**config.mk**
```make
export PLATFORM = sky130hd
export DESIGN_NAME = cfgport_top
export DESIGN_NICKNAME = d
export VERILOG_FILES = /design/src/rtl/cfgport_pkg.sv /design/src/rtl/cfgport_ctrl.sv /design/src/rtl/cfgport_dpath.sv /design/src/rtl/cfgport_top.sv
export SDC_FILE = /design/constraint.sdc
export NUM_CORES = 1
export LEC_CHECK = 0
export ABC_CLOCK_PERIOD_IN_PS = 8700
export BUFFER_PORTS_ARGS = -buffer_cell sky130_fd_sc_hd__buf_4
export CELL_PAD_IN_SITES_DETAIL_PLACEMENT = 0
export CELL_PAD_IN_SITES_GLOBAL_PLACEMENT = 2
export CORE_MARGIN = 5
export CORE_UTILIZATION = 38
export CTS_BUF_LIST = sky130_fd_sc_hd__clkbuf_16
export CTS_CLUSTER_DIAMETER = 40
export DETAILED_ROUTE_END_ITERATION = 6
export PLACE_DENSITY = 0.9
export SLEW_MARGIN = 40
export SYNTH_ARGS = -nofsm -noshare
export SYNTH_HDL_FRONTEND = slang
export SYNTH_SLANG_ARGS = --single-unit
```
**constraint.sdc**
```tcl
create_clock -name clk -period 8.7 [get_ports clk]
set_input_delay 1.305 -clock clk [delete_from_list [all_inputs] [get_ports clk]]
set_output_delay 1.305 -clock clk [all_outputs]
set_load 0.03 [all_outputs]
```
**src/rtl/cfgport_pkg.sv**
```systemverilog
package cfgport_pkg;
  localparam int OFF_W  = 8;
  localparam int LANES  = 8;
  localparam int NITEMS = 4;
  localparam int IDX_W  = $clog2(NITEMS);

  typedef struct packed {
    logic             fire;
    logic             hit;
    logic [IDX_W-1:0] item;
    logic [OFF_W-1:0] off;
    logic [OFF_W-1:0] len;
    logic [3:0]       nBytes;
  } fetch_t;

  // Content of item `item` at byte offset `off` (caller bounds off by length)
  function automatic logic [7:0] itemByte(input logic [IDX_W-1:0] item,
                                          input logic [OFF_W-1:0] off,
                                          input logic dmaBit);
    logic [7:0] b;
    case (item)
      2'd0: begin
        case (off[1:0])
          2'd0: b = 8'h51;
          2'd1: b = 8'h45;
          2'd2: b = 8'h4D;
          default: b = 8'h55;
        endcase
      end
      2'd1: b = (off == '0) ? {6'b0, dmaBit, 1'b1} : 8'h00;
      2'd2: b = 8'hA0 + off;
      default: b = 8'h5A ^ off;
    endcase
    return b;
  endfunction
endpackage

```
**src/rtl/cfgport_ctrl.sv**
```systemverilog
module cfgport_ctrl
  import cfgport_pkg::*;
#(
  parameter logic [15:0] GEN_KEY  = 16'h0020,
  parameter int          GEN_LEN  = 11,
  parameter logic [15:0] ARCH_KEY = 16'hC005,
  parameter int          ARCH_LEN = 5
) (
  input  logic        clk,
  input  logic        rstN,
  input  logic        selWrite,
  input  logic [15:0] selKey,
  input  logic        dataAcc,
  input  logic        dataWrite,
  input  logic [1:0]  accSize,
  output fetch_t      fetch
);
  logic [15:0]      keyTab [NITEMS];
  logic [OFF_W-1:0] lenTab [NITEMS];
  logic [NITEMS-1:0] hitVec;

  assign keyTab[0] = 16'h0000;
  assign keyTab[1] = 16'h0001;
  assign keyTab[2] = GEN_KEY;
  assign keyTab[3] = ARCH_KEY;
  assign lenTab[0] = OFF_W'(4);
  assign lenTab[1] = OFF_W'(4);
  assign lenTab[2] = OFF_W'(GEN_LEN);
  assign lenTab[3] = OFF_W'(ARCH_LEN);

  for (genvar g = 0; g < NITEMS; g++) begin : gKeyCmp
    assign hitVec[g] = (selKey == keyTab[g]);
  end

  logic [IDX_W-1:0] newIdx;
  always_comb begin
    newIdx = '0;
    for (int i = NITEMS - 1; i >= 0; i--)
      if (hitVec[i]) newIdx = IDX_W'(i);
  end

  logic [IDX_W-1:0] curIdx, effIdx;
  logic             curHit, effHit;
  logic [OFF_W-1:0] curOff, effOff, effLen, nextOff;
  logic [OFF_W:0]   sum;
  logic             rdFire;
  logic [3:0]       nBytes;

  assign effIdx  = selWrite ? newIdx : curIdx;
  assign effHit  = selWrite ? (|hitVec) : curHit;
  assign effOff  = selWrite ? '0 : curOff;
  assign effLen  = effHit ? lenTab[effIdx] : '0;
  assign rdFire  = dataAcc && !dataWrite;
  assign nBytes  = 4'd1 << accSize;
  assign sum     = {1'b0, effOff} + (OFF_W + 1)'(nBytes);
  assign nextOff = !rdFire ? effOff :
                   (sum > {1'b0, effLen}) ? effLen : sum[OFF_W-1:0];

  always_ff @(posedge clk) begin
    if (!rstN) begin
      curIdx <= '0;
      curHit <= 1'b1;
      curOff <= '0;
    end else begin
      curIdx <= effIdx;
      curHit <= effHit;
      curOff <= nextOff;
    end
  end

  assign fetch.fire   = rdFire;
  assign fetch.hit    = effHit;
  assign fetch.item   = effIdx;
  assign fetch.off    = effOff;
  assign fetch.len    = effLen;
  assign fetch.nBytes = nBytes;
endmodule

```
**src/rtl/cfgport_dpath.sv**
```systemverilog
module cfgport_dpath
  import cfgport_pkg::*;
#(
  parameter bit DMA_PRESENT = 1'b1
) (
  input  logic        clk,
  input  logic        rstN,
  input  fetch_t      fetch,
  output logic [63:0] rdData,
  output logic        rdValid
);
  logic [8*LANES-1:0] nextData;

  for (genvar l = 0; l < LANES; l++) begin : gLane
    logic [OFF_W:0] pos;
    logic           inItem;
    assign pos    = {1'b0, fetch.off} + (OFF_W + 1)'(l);
    assign inItem = fetch.hit && (4'(l) < fetch.nBytes) && (pos < {1'b0, fetch.len});
    assign nextData[8*l +: 8] = inItem ?
        itemByte(fetch.item, pos[OFF_W-1:0], DMA_PRESENT) : 8'h00;
  end

  always_ff @(posedge clk) begin
    if (!rstN) begin
      rdData  <= '0;
      rdValid <= 1'b0;
    end else begin
      rdValid <= fetch.fire;
      if (fetch.fire) rdData <= nextData;
    end
  end
endmodule

```
**src/rtl/cfgport_top.sv**
```systemverilog
module cfgport_top
  import cfgport_pkg::*;
#(
  parameter logic [15:0] GEN_KEY     = 16'h0020,
  parameter int          GEN_LEN     = 11,
  parameter logic [15:0] ARCH_KEY    = 16'hC005,
  parameter int          ARCH_LEN    = 5,
  parameter bit          DMA_PRESENT = 1'b1
) (
  input  logic        clk,
  input  logic        rstN,
  input  logic        selWrite,
  input  logic [15:0] selKey,
  input  logic        dataAcc,
  input  logic        dataWrite,
  input  logic [1:0]  accSize,
  output logic [63:0] rdData,
  output logic        rdValid
);
  fetch_t fetch;

  cfgport_ctrl #(
    .GEN_KEY(GEN_KEY), .GEN_LEN(GEN_LEN),
    .ARCH_KEY(ARCH_KEY), .ARCH_LEN(ARCH_LEN)
  ) uCtrl (
    .clk(clk), .rstN(rstN), .selWrite(selWrite), .selKey(selKey),
    .dataAcc(dataAcc), .dataWrite(dataWrite), .accSize(accSize),
    .fetch(fetch)
  );

  cfgport_dpath #(.DMA_PRESENT(DMA_PRESENT)) uDpath (
    .clk(clk), .rstN(rstN), .fetch(fetch),
    .rdData(rdData), .rdValid(rdValid)
  );
endmodule

```
==> results of run 1 <==
## worst min-delay path, stage by stage, from the launching register on
cell and delay [ns]:
dfxtp_1 0.31, nand2_1 0.05, nand2_1 0.04
## cells in the final DEF (no fill, tap or decap), types with 9 or more instances in the layout
cell | synthesis | layout
or3_1 | 9 | 9
a21oi_1 | 40 | 40
nand2_1 | 64 | 64
nand3_1 | 19 | 19
nand2b_1 | 12 | 12
ha_1 | 67 | 67
a22o_1 | 32 | 32
mux2i_1 | 19 | 19
inv_1 | 36 | 37
a32o_1 | 19 | 19
buf_4 | 3 | 96
o22ai_1 | 18 | 18
o21ai_0 | 40 | 40
dfxtp_1 | 76 | 76
clkbuf_16 | 0 | 9
xnor2_1 | 29 | 29
nand4_1 | 10 | 10
nor2b_1 | 14 | 13
nor2_1 | 44 | 44
nor3_1 | 15 | 15
## power breakdown
| group | switching [mW] | internal, mW | leakage, nW |
|---|---|---|---|
| Combinational | 0.0619 | 0.0368 | 2.36 |
| Clock | 0.168 | 0.254 | 0.162 |
| Sequential | 0.00292 | 0.350 | 0.613 |
## cells by family (layout without fill, tap and decap cells)
| logic type | Yosys count | in the layout |
|---|---|---|
| muxes | 24 | 24 |
| xor gates and xnor gates | 35 | 35 |
| DFF | 76 | 76 |
| adders and majority gates | 68 | 68 |
| buffers and inverters | 86 | 152 |
| AOI/OAI and AO/OA | 227 | 227 |
| and+or+nand+nor | 237 | 237 |
## flip-flops by register name (all words and copies together), names as in the netlist
register        cells
uCtrl.curIdx        2
uDpath.rdValid      1
uDpath.rdData      64
uCtrl.curHit        1
uCtrl.curOff        8
## metal layers
| metal | vias up | wire length, um | GRT usage [%] |
|---|---|---|---|
| li1 | 2926 | - | - |
| met1 | 3050 | 11700 | 38.0 |
| met2 | 275 | 10500 | 38.2 |
| met3 | 33 | 1760 | 5.04 |
| met4 | 0 | 473 | 6.42 |
| met5 | - | 0 | 0 |
## area by class of cell
type                    instances  area (sq um)
fillers                      1608          8630
multi-input cells             591          4330
flip-flops and latches         76          1520
repair buffers                 97           726
well taps                     216           270
clock buffers                   9           225
inverters                      39           146
clock inverters                 7          98.8
## worst min path at each step
stage                             to  slack, ns  depth (start not counted)
finish              uDpath.rdData[8]       0.45                          2
global route        uDpath.rdData[8]       0.46                          2
CTS                 uDpath.rdData[8]       0.45                          2
detailed placement  uDpath.rdData[8]       0.44                          2
global placement    uDpath.rdData[8]       0.43                          2
floorplan            uCtrl.curOff[6]       0.54                          2
## per-stage QoR
| stage | instances | hold slack, ns | cell area (sq um) |
|---|---|---|---|
| after floorplan | 753 | 0.540 | 6200 |
| after global placement | 1018 | 0.428 | 6970 |
| after detailed placement | 1019 | 0.436 | 6980 |
| after CTS | 1035 | 0.447 | 7300 |
| after global routing | 1035 | 0.456 | 7320 |
| final | 1035 | 0.446 | 7320 |
==> flow_summary.ini, run 1 <==
[die]
die_h_um = 138
die_width_um = 138
placementRows = 46
dieArea_sq_um = 19000
initial_utilization_pct = 38.9
core_area_sq_um = 15900
boundaryPins = 88

[setup_path]
crit_top_cell = nand2_1
crit_family = simple AND/OR/NAND/NOR gates
critical_path.startpoint = selKey[1]
rrSetupSlack_ns = 4.25
endpoint = uDpath.rdData[60]
crit_required_ns = 8.99
path_class = in -> reg
end_kind = flip-flop
max_stage_delay_ns = 0.63
cp_cell_sequence = buf_4 -> or4_1 -> nor3_4 -> nand2_1 -> nand2_1 -> nand2_1 -> ha_1 -> a21oi_1 -> o32ai_1 -> o21a_1 -> nor4b_2 -> nor2b_1 -> a32o_1
worst-r2r-cell-count = 12
worst-path-buf-inv = 1
path_depth = 13
worstPathMaxFanout = 14
regToRegStartpoint = uCtrl.curOff[0]
slowest_stage = or4_1
crit_arrival_ns = 5.66
r2r_end = uDpath.rdData[44]
cp-start-kind = primary input

[sta]
worst_slack_ns = 3.33
setup_violations = 0
worst_pin_slew_ns = 0.842
rsz0062_at_grt = false
maxSlewViolCount = 0
skew_ns = 0.0123
period_share_pct = 61.7
slew_headroom_pct = 43.7
layout_min_cycle_time_ns = 5.37
finalHoldViolations = 0
tns_ns = 0
max_freq_mhz = 186

[pwr]
power.total_mw = 0.874
p_leak_nw = 3.14
power_density_nw_per_um2 = 119
ir_worst_vdd_mv = 0.0898

[logic_synthesis]
synthCells = 753
yosysSeqAreaShare_pct = 24.5
syn_nets = 844
synth_simple_gate_area_share_pct = 20.2
ys_seq_elements = 76
synthAdderAreaFrac_pct = 13.8
synthTopCellsByCount = dfxtp_1 (76), ha_1 (67), nand2_1 (64)
synthXorXnorAreaFrac_pct = 4.94
yosys_warnings = 0
synth_top_area_share_pct = 24.5
syn_area_sq_um = 6200
synth_edf_count = 0
synth_top_family_by_area = compound AO/OA/AOI/OAI gates
synth_ff_type = dfxtp_1
synthTopCellsByArea = dfxtp_1 (25%), ha_1 (14%), a22o_1 (4.5%)
synth_compound_area_share_pct = 26.7
yosysUniqueCellTypes = 79
yosysTopAreaCell = dfxtp_1
async_reset_ff_share_pct = 0
muxShareOfSynthArea_pct = 3.97
synth_most_common_cell = dfxtp_1
synth.avg_cell_area_sq_um = 8.23

[routing]
vias_per_cell = 6.07
via_count = 6284
drc_errors = 0
first_iter_violations = 748
routed_wirelength_mm = 24.5
routedWlPerCell_um = 23.6
ant_nets = 0
first_pass_iters = 5

[hold_path]
hp-class = reg -> reg
hp-start = uDpath.rdData[8]

[final_layout]
diodes = 0
final_nets = 905
drive_gt1_share_pct = 17.1
area.growth.synth_to_final_pct = 18.0
utilization_pct = 45.9

[cts]
cts_root_buffer = clkbuf_16
cts_sinks = 76
path_clk_slew_ns = 0.06
hold_buffers = 0
cts_tree = yes
cts_made_buffers = 9
h-tree-depth = 3
ctsResizeCount = 0
postCtsSetupRepairBufs = 0
clockBufferDepth = 2
clock_latency_ns = 0.35

[global_route]
grt_max_degree = 65
grt_pass1_vias = 5860
grt_pass1_wl_mm = 36.6
grtUsageTotal_pct = 25.7
grt_overflow = 0
antenna_found_initial = 0

[place]
pre_cts_ws_ns = 2.82
place.port_buffers = 87
gp_congestion = 0.997
dpl.hpwl_mm = 18.7

[flow_run]
maxCapViolations = 0

[run_status]
status = finished, final reports clean
(Power assumes the default switching activity.)
==> run 2, diff against run 1 <==
--- a/config.mk
+++ b/config.mk
@@ -5,16 +5,16 @@
 export SDC_FILE = /design/constraint.sdc
 export NUM_CORES = 1
 export LEC_CHECK = 0
-export ABC_CLOCK_PERIOD_IN_PS = 8700
+export ABC_CLOCK_PERIOD_IN_PS = 5000
 export BUFFER_PORTS_ARGS = -buffer_cell sky130_fd_sc_hd__buf_4
 export CELL_PAD_IN_SITES_DETAIL_PLACEMENT = 0
 export CELL_PAD_IN_SITES_GLOBAL_PLACEMENT = 2
 export CORE_MARGIN = 5
-export CORE_UTILIZATION = 38
+export CORE_UTILIZATION = 35
 export CTS_BUF_LIST = sky130_fd_sc_hd__clkbuf_16
 export CTS_CLUSTER_DIAMETER = 40
 export DETAILED_ROUTE_END_ITERATION = 6
-export PLACE_DENSITY = 0.9
+export PLACE_DENSITY = 0.84
 export SLEW_MARGIN = 40
 export SYNTH_ARGS = -nofsm -noshare
 export SYNTH_HDL_FRONTEND = slang
==> constraint.sdc (replaced) <==
create_clock -name clk -period 5 [get_ports clk]
set_input_delay 0.75 -clock clk [delete_from_list [all_inputs] [get_ports clk]]
set_output_delay 0.75 -clock clk [all_outputs]
set_load 0.03 [all_outputs]
==> run 2 against run 1 <==
Against the previous run:
- first-iteration DRC count decreased by 31%
- design area increased by 2.0%
- register-to-register slack got worse by 3.8 ns
- clock power increased by 73%
- total power increased by 74%
- global-route usage decreased by 2.4 points
- worst setup slack got worse by 2.9 ns
- sequential share of layout area decreased by 0.40 points
- sequential power increased by 74%
- critical path type unchanged
- highest routed layer unchanged
==> flow_summary.ini, run 2 (synthesis gave the netlist of run 1 again) <==
[setup_path]
end_kind = flip-flop
cp-start-kind = primary input
slowest_stage = nand2b_1
cp_cell_sequence = buf_4 -> nand2b_1 -> clkinvlp_4 -> ha_1 -> a21oi_1 -> o21ai_0 -> a21o_1 -> ha_1 -> a32oi_1 -> o2111ai_1 -> or3_1 -> nor3_2 -> a22o_1
crit_top_cell = ha_1
crit_arrival_ns = 4.88
path_class = in -> reg
worstPathMaxFanout = 23
max_stage_delay_ns = 0.50
crit_required_ns = 5.29

[final_layout]
area.growth.synth_to_final_pct = 20.3
diodes = 0
final_cell_mix = buf_4 (114), dfxtp_1 (76), ha_1 (67), nand2_1 (64), nor2_1 (44)
final_common_cell = buf_4
nFillCells = 1749
largest_reg_flops = 64
final_nets = 923
area.sequential_sq_um = 1520
reg_top3 = uDpath.rdData: 64 flops, uCtrl.curOff: 8 flops, uCtrl.curIdx: 2 flops
fin_area_sq_um = 7460
multi_input_area_sq_um = 4320
largest_register = uDpath.rdData
drive_gt1_share_pct = 18.8

[place]
place.port_buffers = 87
dpl-instance-area_sq_um = 7120
pre_cts_ws_ns = 0.0384
dpl.hpwl_mm = 18.8
gp_congestion = 0.966

[cts]
cts_sinks = 76
cts_tree = yes
clockBufferDepth = 2
clock_latency_ns = 0.35
cts_made_buffers = 9
cts_root_buffer = clkbuf_16
path_clk_slew_ns = 0.06
postCtsSetupRepairBufs = 0
h-tree-depth = 3

[run_status]
status = finished, final reports clean

[sta]
rsz0062_at_grt = false
max_freq_mhz = 218
finalHoldViolations = 0
period_share_pct = 91.9
maxSlewViolCount = 0
tns_ns = 0
worst_pin_slew_ns = 0.805
skew_ns = 0.0116
setup_violations = 0
worst_slack_ns = 0.404
slew_headroom_pct = 46.3
layout_min_cycle_time_ns = 4.60

[hold_path]
hp-class = reg -> reg

[global_route]
grt_pass1_wl_mm = 36.7
grt_max_degree = 65
grtUsageTotal_pct = 23.4
grt_pass1_vias = 6024
grt_overflow = 0
antenna_found_initial = 0

[routing]
first_pass_iters = 6
routed_wirelength_mm = 24.4
vias_per_cell = 5.96
drc_errors = 0
wl_met3_mm = 1.93
wl_met1_mm = 11.3
ant_nets = 0
routedWlPerCell_um = 23.0
first_iter_violations = 515
top_layer_used = met4
via_count = 6330
dr_wl_met2_mm = 10.6

[pwr]
power_density_nw_per_um2 = 204
ir_worst_vdd_mv = 0.203
p_leak_nw = 3.21

[die]
core_area_sq_um = 17400
dieArea_sq_um = 20500
placementRows = 48
die_h_um = 143
initial_utilization_pct = 35.7
die_width_um = 143
boundaryPins = 88

[flow_run]
maxCapViolations = 0
==> run 2: cell count changes in the layout (fill, tap and decap cells not counted), sizes merged <==
cell	delta
clkinv	+1
clkinvlp	+1
clkbuf	+1
inv	-2
buf	+17
==> run 2: cell type report <==
class | instances | area share (%)
timing repair buffer | 115 | 11.5
inverter | 39 | 2.01
clock inverter | 7 | 1.36
clock buffer | 9 | 3.02
tap | 225 | 3.77
sequential | 76 | 20.4
multi-input combinational | 591 | 57.9
==> run 2: path summary, 6_finish.rpt <==
path                     from                end  slack [ns]  cells after the start
min          uDpath.rdData[8]   uDpath.rdData[8]        0.44                      2
min reg2reg  uDpath.rdData[8]   uDpath.rdData[8]        0.44                      2
max reg2reg   uCtrl.curOff[3]  uDpath.rdData[51]        0.46                     15
max                  selWrite  uDpath.rdData[44]        0.40                     13
==> run 2: worst max-delay path, delay by kind of cell <==
family	cells	cell delay (ns)
buffers and inverters	2	0.70
AOI/OAI and AO/OA	6	1.40
adders and majority gates	2	0.74
and+or+nand+nor	3	1.28
==> run 2: what timing repair did <==
| action | 4_1_cts | 5_1_grt |
|---|---|---|
| setup endpoints to repair | 0 | 1 |
| hold buffers | 0 | 0 |
| gates resized for setup | 0 | 2 |
| hold endpoints to repair | 0 | 0 |
==> run 2: power breakdown <==
part           total (mW)  switching [mW]  internal [mW]  leakage [nW]
logic               0.174           0.107         0.0669          2.44
registers           0.615         0.00517          0.610         0.613
clock network       0.732           0.290          0.442         0.163
==> run 2: through the flow <==
stage / utilization [%] / hold WS [ns] / std cells / power (mW)
2_1_floorplan: - / 0.540 / 753 / 0.735
3_3_place_gp: 41.0 / 0.431 / 1045 / 0.797
3_5_place_dp: 41.0 / 0.446 / 1045 / 0.799
4_1_cts: 42.9 / 0.454 / 1061 / 1.53
5_1_grt: 43.0 / 0.470 / 1062 / 1.58
6_report: 43.0 / 0.443 / 1062 / 1.52
==> run 2: routing by layer <==
| metal | global-route usage (%) | up-vias |
|---|---|---|
| met1 | 33.8 | 3095 |
| met4 | 6.75 | 0 |
| met3 | 4.52 | 36 |
| met2 | 35.3 | 254 |
| li1 | - | 2945 |
| met5 | 0 | - |
==> run 3, diff against run 2 <==
--- a/config.mk
+++ b/config.mk
@@ -15,6 +15,7 @@
 export CTS_CLUSTER_DIAMETER = 40
 export DETAILED_ROUTE_END_ITERATION = 6
 export PLACE_DENSITY = 0.84
+export RECOVER_POWER = 25
 export SLEW_MARGIN = 40
 export SYNTH_ARGS = -nofsm -noshare
 export SYNTH_HDL_FRONTEND = slang
==> run 3 against run 2 <==
Against the previous run:
- sequential share of layout area rose by 0.33 points
- sequential power barely moved
- first-iteration DRC count fell by 0.78%
- register-to-register slack got worse by 0.02 ns
- flip-flop and latch count did not move
- design area fell by 1.6%
- highest routed layer unchanged
- total power fell by 0.26%
- combinational power barely moved
- clock power barely moved
==> flow_summary.ini, run 3 (synthesis gave the netlist of run 1 again) <==
[run_status]
status = finished, final reports clean

[cts]
clockBufferDepth = 2
h-tree-depth = 3
clock_latency_ns = 0.35
hold_buffers = 0
ctsResizeCount = 0
cts_root_buffer = clkbuf_16
cts_made_buffers = 9
cts_tree = yes
postCtsSetupRepairBufs = 0
cts_sinks = 76
path_clk_slew_ns = 0.06

[routing]
first_iter_violations = 511
routed_wirelength_mm = 24.4
vias_per_cell = 5.96
drc_errors = 0
routedWlPerCell_um = 23.0
via_count = 6334
ant_nets = 0
first_pass_iters = 7

[final_layout]
final_cell_mix = buf_4 (82), dfxtp_1 (76), ha_1 (67), nand2_1 (64), nor2_1 (44)
largest_reg_flops = 64
reg_top3 = uDpath.rdData: 64 flops, uCtrl.curOff: 8 flops, uCtrl.curIdx: 2 flops
final_common_cell = buf_4
fin_area_sq_um = 7340
largest_register = uDpath.rdData
area.growth.synth_to_final_pct = 18.4
final_nets = 923
drive_gt1_share_pct = 14.8
fin_cells = 1062
diodes = 0
utilization_pct = 42.3

[setup_path]
worstPathMaxFanout = 23
path_class = in -> reg
end_kind = flip-flop
regToRegStartpoint = uCtrl.curOff[3]
critical_path.startpoint = selWrite
r2r_end = uDpath.rdData[51]
worst-path-buf-inv = 2
crit_required_ns = 5.29
max_stage_delay_ns = 0.49
rrSetupSlack_ns = 0.44
crit_arrival_ns = 4.93
slowest_stage = nand2b_1
cp-start-kind = primary input
cp_cell_sequence = buf_4 -> nand2b_1 -> clkinvlp_4 -> ha_1 -> a21oi_1 -> o21ai_0 -> a21o_1 -> ha_1 -> a32oi_1 -> o2111ai_1 -> or3_1 -> nor3_2 -> a22o_1
worst-r2r-cell-count = 15
crit_family = compound AO/OA/AOI/OAI gates
endpoint = uDpath.rdData[44]
crit_top_cell = ha_1
path_depth = 13

[pwr]
power_density_nw_per_um2 = 207
ir_worst_vdd_mv = 0.204
p_leak_nw = 3.08

[sta]
layout_min_cycle_time_ns = 4.64
setup_violations = 0
tns_ns = 0
finalHoldViolations = 0
worst_pin_slew_ns = 0.975
rsz0062_at_grt = false
max_freq_mhz = 216
skew_ns = 0.0114
maxSlewViolCount = 0
slew_headroom_pct = 35.0
period_share_pct = 92.8

[global_route]
antenna_found_initial = 0
grt_pass1_wl_mm = 36.7
grt_overflow = 0
grt_pass1_vias = 6024
grtUsageTotal_pct = 23.4
grt_max_degree = 65

[flow_run]
maxCapViolations = 0

[die]
dieArea_sq_um = 20500
boundaryPins = 88
initial_utilization_pct = 35.7
die_width_um = 143
placementRows = 48
core_area_sq_um = 17400
die_h_um = 143

[place]
dpl.cell_count = 1045
gp_congestion = 0.966
dpl.hpwl_mm = 18.8
dpl-instance-area_sq_um = 7120
place.port_buffers = 87

[hold_path]
hp-class = reg -> reg
## run 3: layer usage
layer | up-vias | routed length (um) | GRT usage [%]
li1 | 2945 | - | -
met3 | 28 | 1790 | 4.52
met2 | 258 | 10700 | 35.3
met4 | 0 | 506 | 6.75
met5 | - | 0 | 0
met1 | 3103 | 11400 | 33.8
## run 3: how the worst min path moves through the flow
stage	end	from	cells after the start
after floorplan	uCtrl.curOff[6]	uCtrl.curOff[6]	2
after global placement	uDpath.rdData[8]	uDpath.rdData[8]	2
after detailed placement	uDpath.rdData[8]	uDpath.rdData[8]	2
after CTS	uDpath.rdData[8]	uDpath.rdData[8]	2
after global routing	uDpath.rdData[8]	uDpath.rdData[8]	2
final	uDpath.rdData[8]	uDpath.rdData[8]	2
## run 3: area by class of cell
class / count / area (sq um)
fill: 1794 / 10000
multi-input combinational: 591 / 4320
sequential: 76 / 1520
timing repair buffer: 115 / 741
tap: 225 / 282
clock buffer: 9 / 225
inverter: 39 / 150
clock inverter: 7 / 101
## run 3: metrics by stage
step                      total power, mW  worst slack [ns]  hold slack (ns)
after floorplan                     0.735             0.730            0.540
after global placement              0.797             0.137            0.431
after detailed placement            0.799            0.0384            0.446
after CTS                            1.53             0.321            0.454
after global routing                 1.58             0.156            0.470
final                                1.52             0.360            0.443
## run 3: where the power goes
part | internal [mW] | switching [mW]
sequential | 0.610 | 0.00519
clock | 0.442 | 0.288
combinational | 0.0653 | 0.107
## run 3: worst reg2reg max path, stage by stage, from the launching register on
cell        delay [ns]
dfxtp_1           0.65
nand2b_1          0.44
clkinvlp_4        0.39
ha_1              0.48
buf_4             0.25
a21o_1            0.12
nand2_1           0.06
xnor2_1           0.45
inv_1             0.14
ha_1              0.24
and3_1            0.16
o211ai_1          0.10
a211oi_1          0.07
nor3_1            0.45
nand3_1           0.22
o31ai_1           0.26
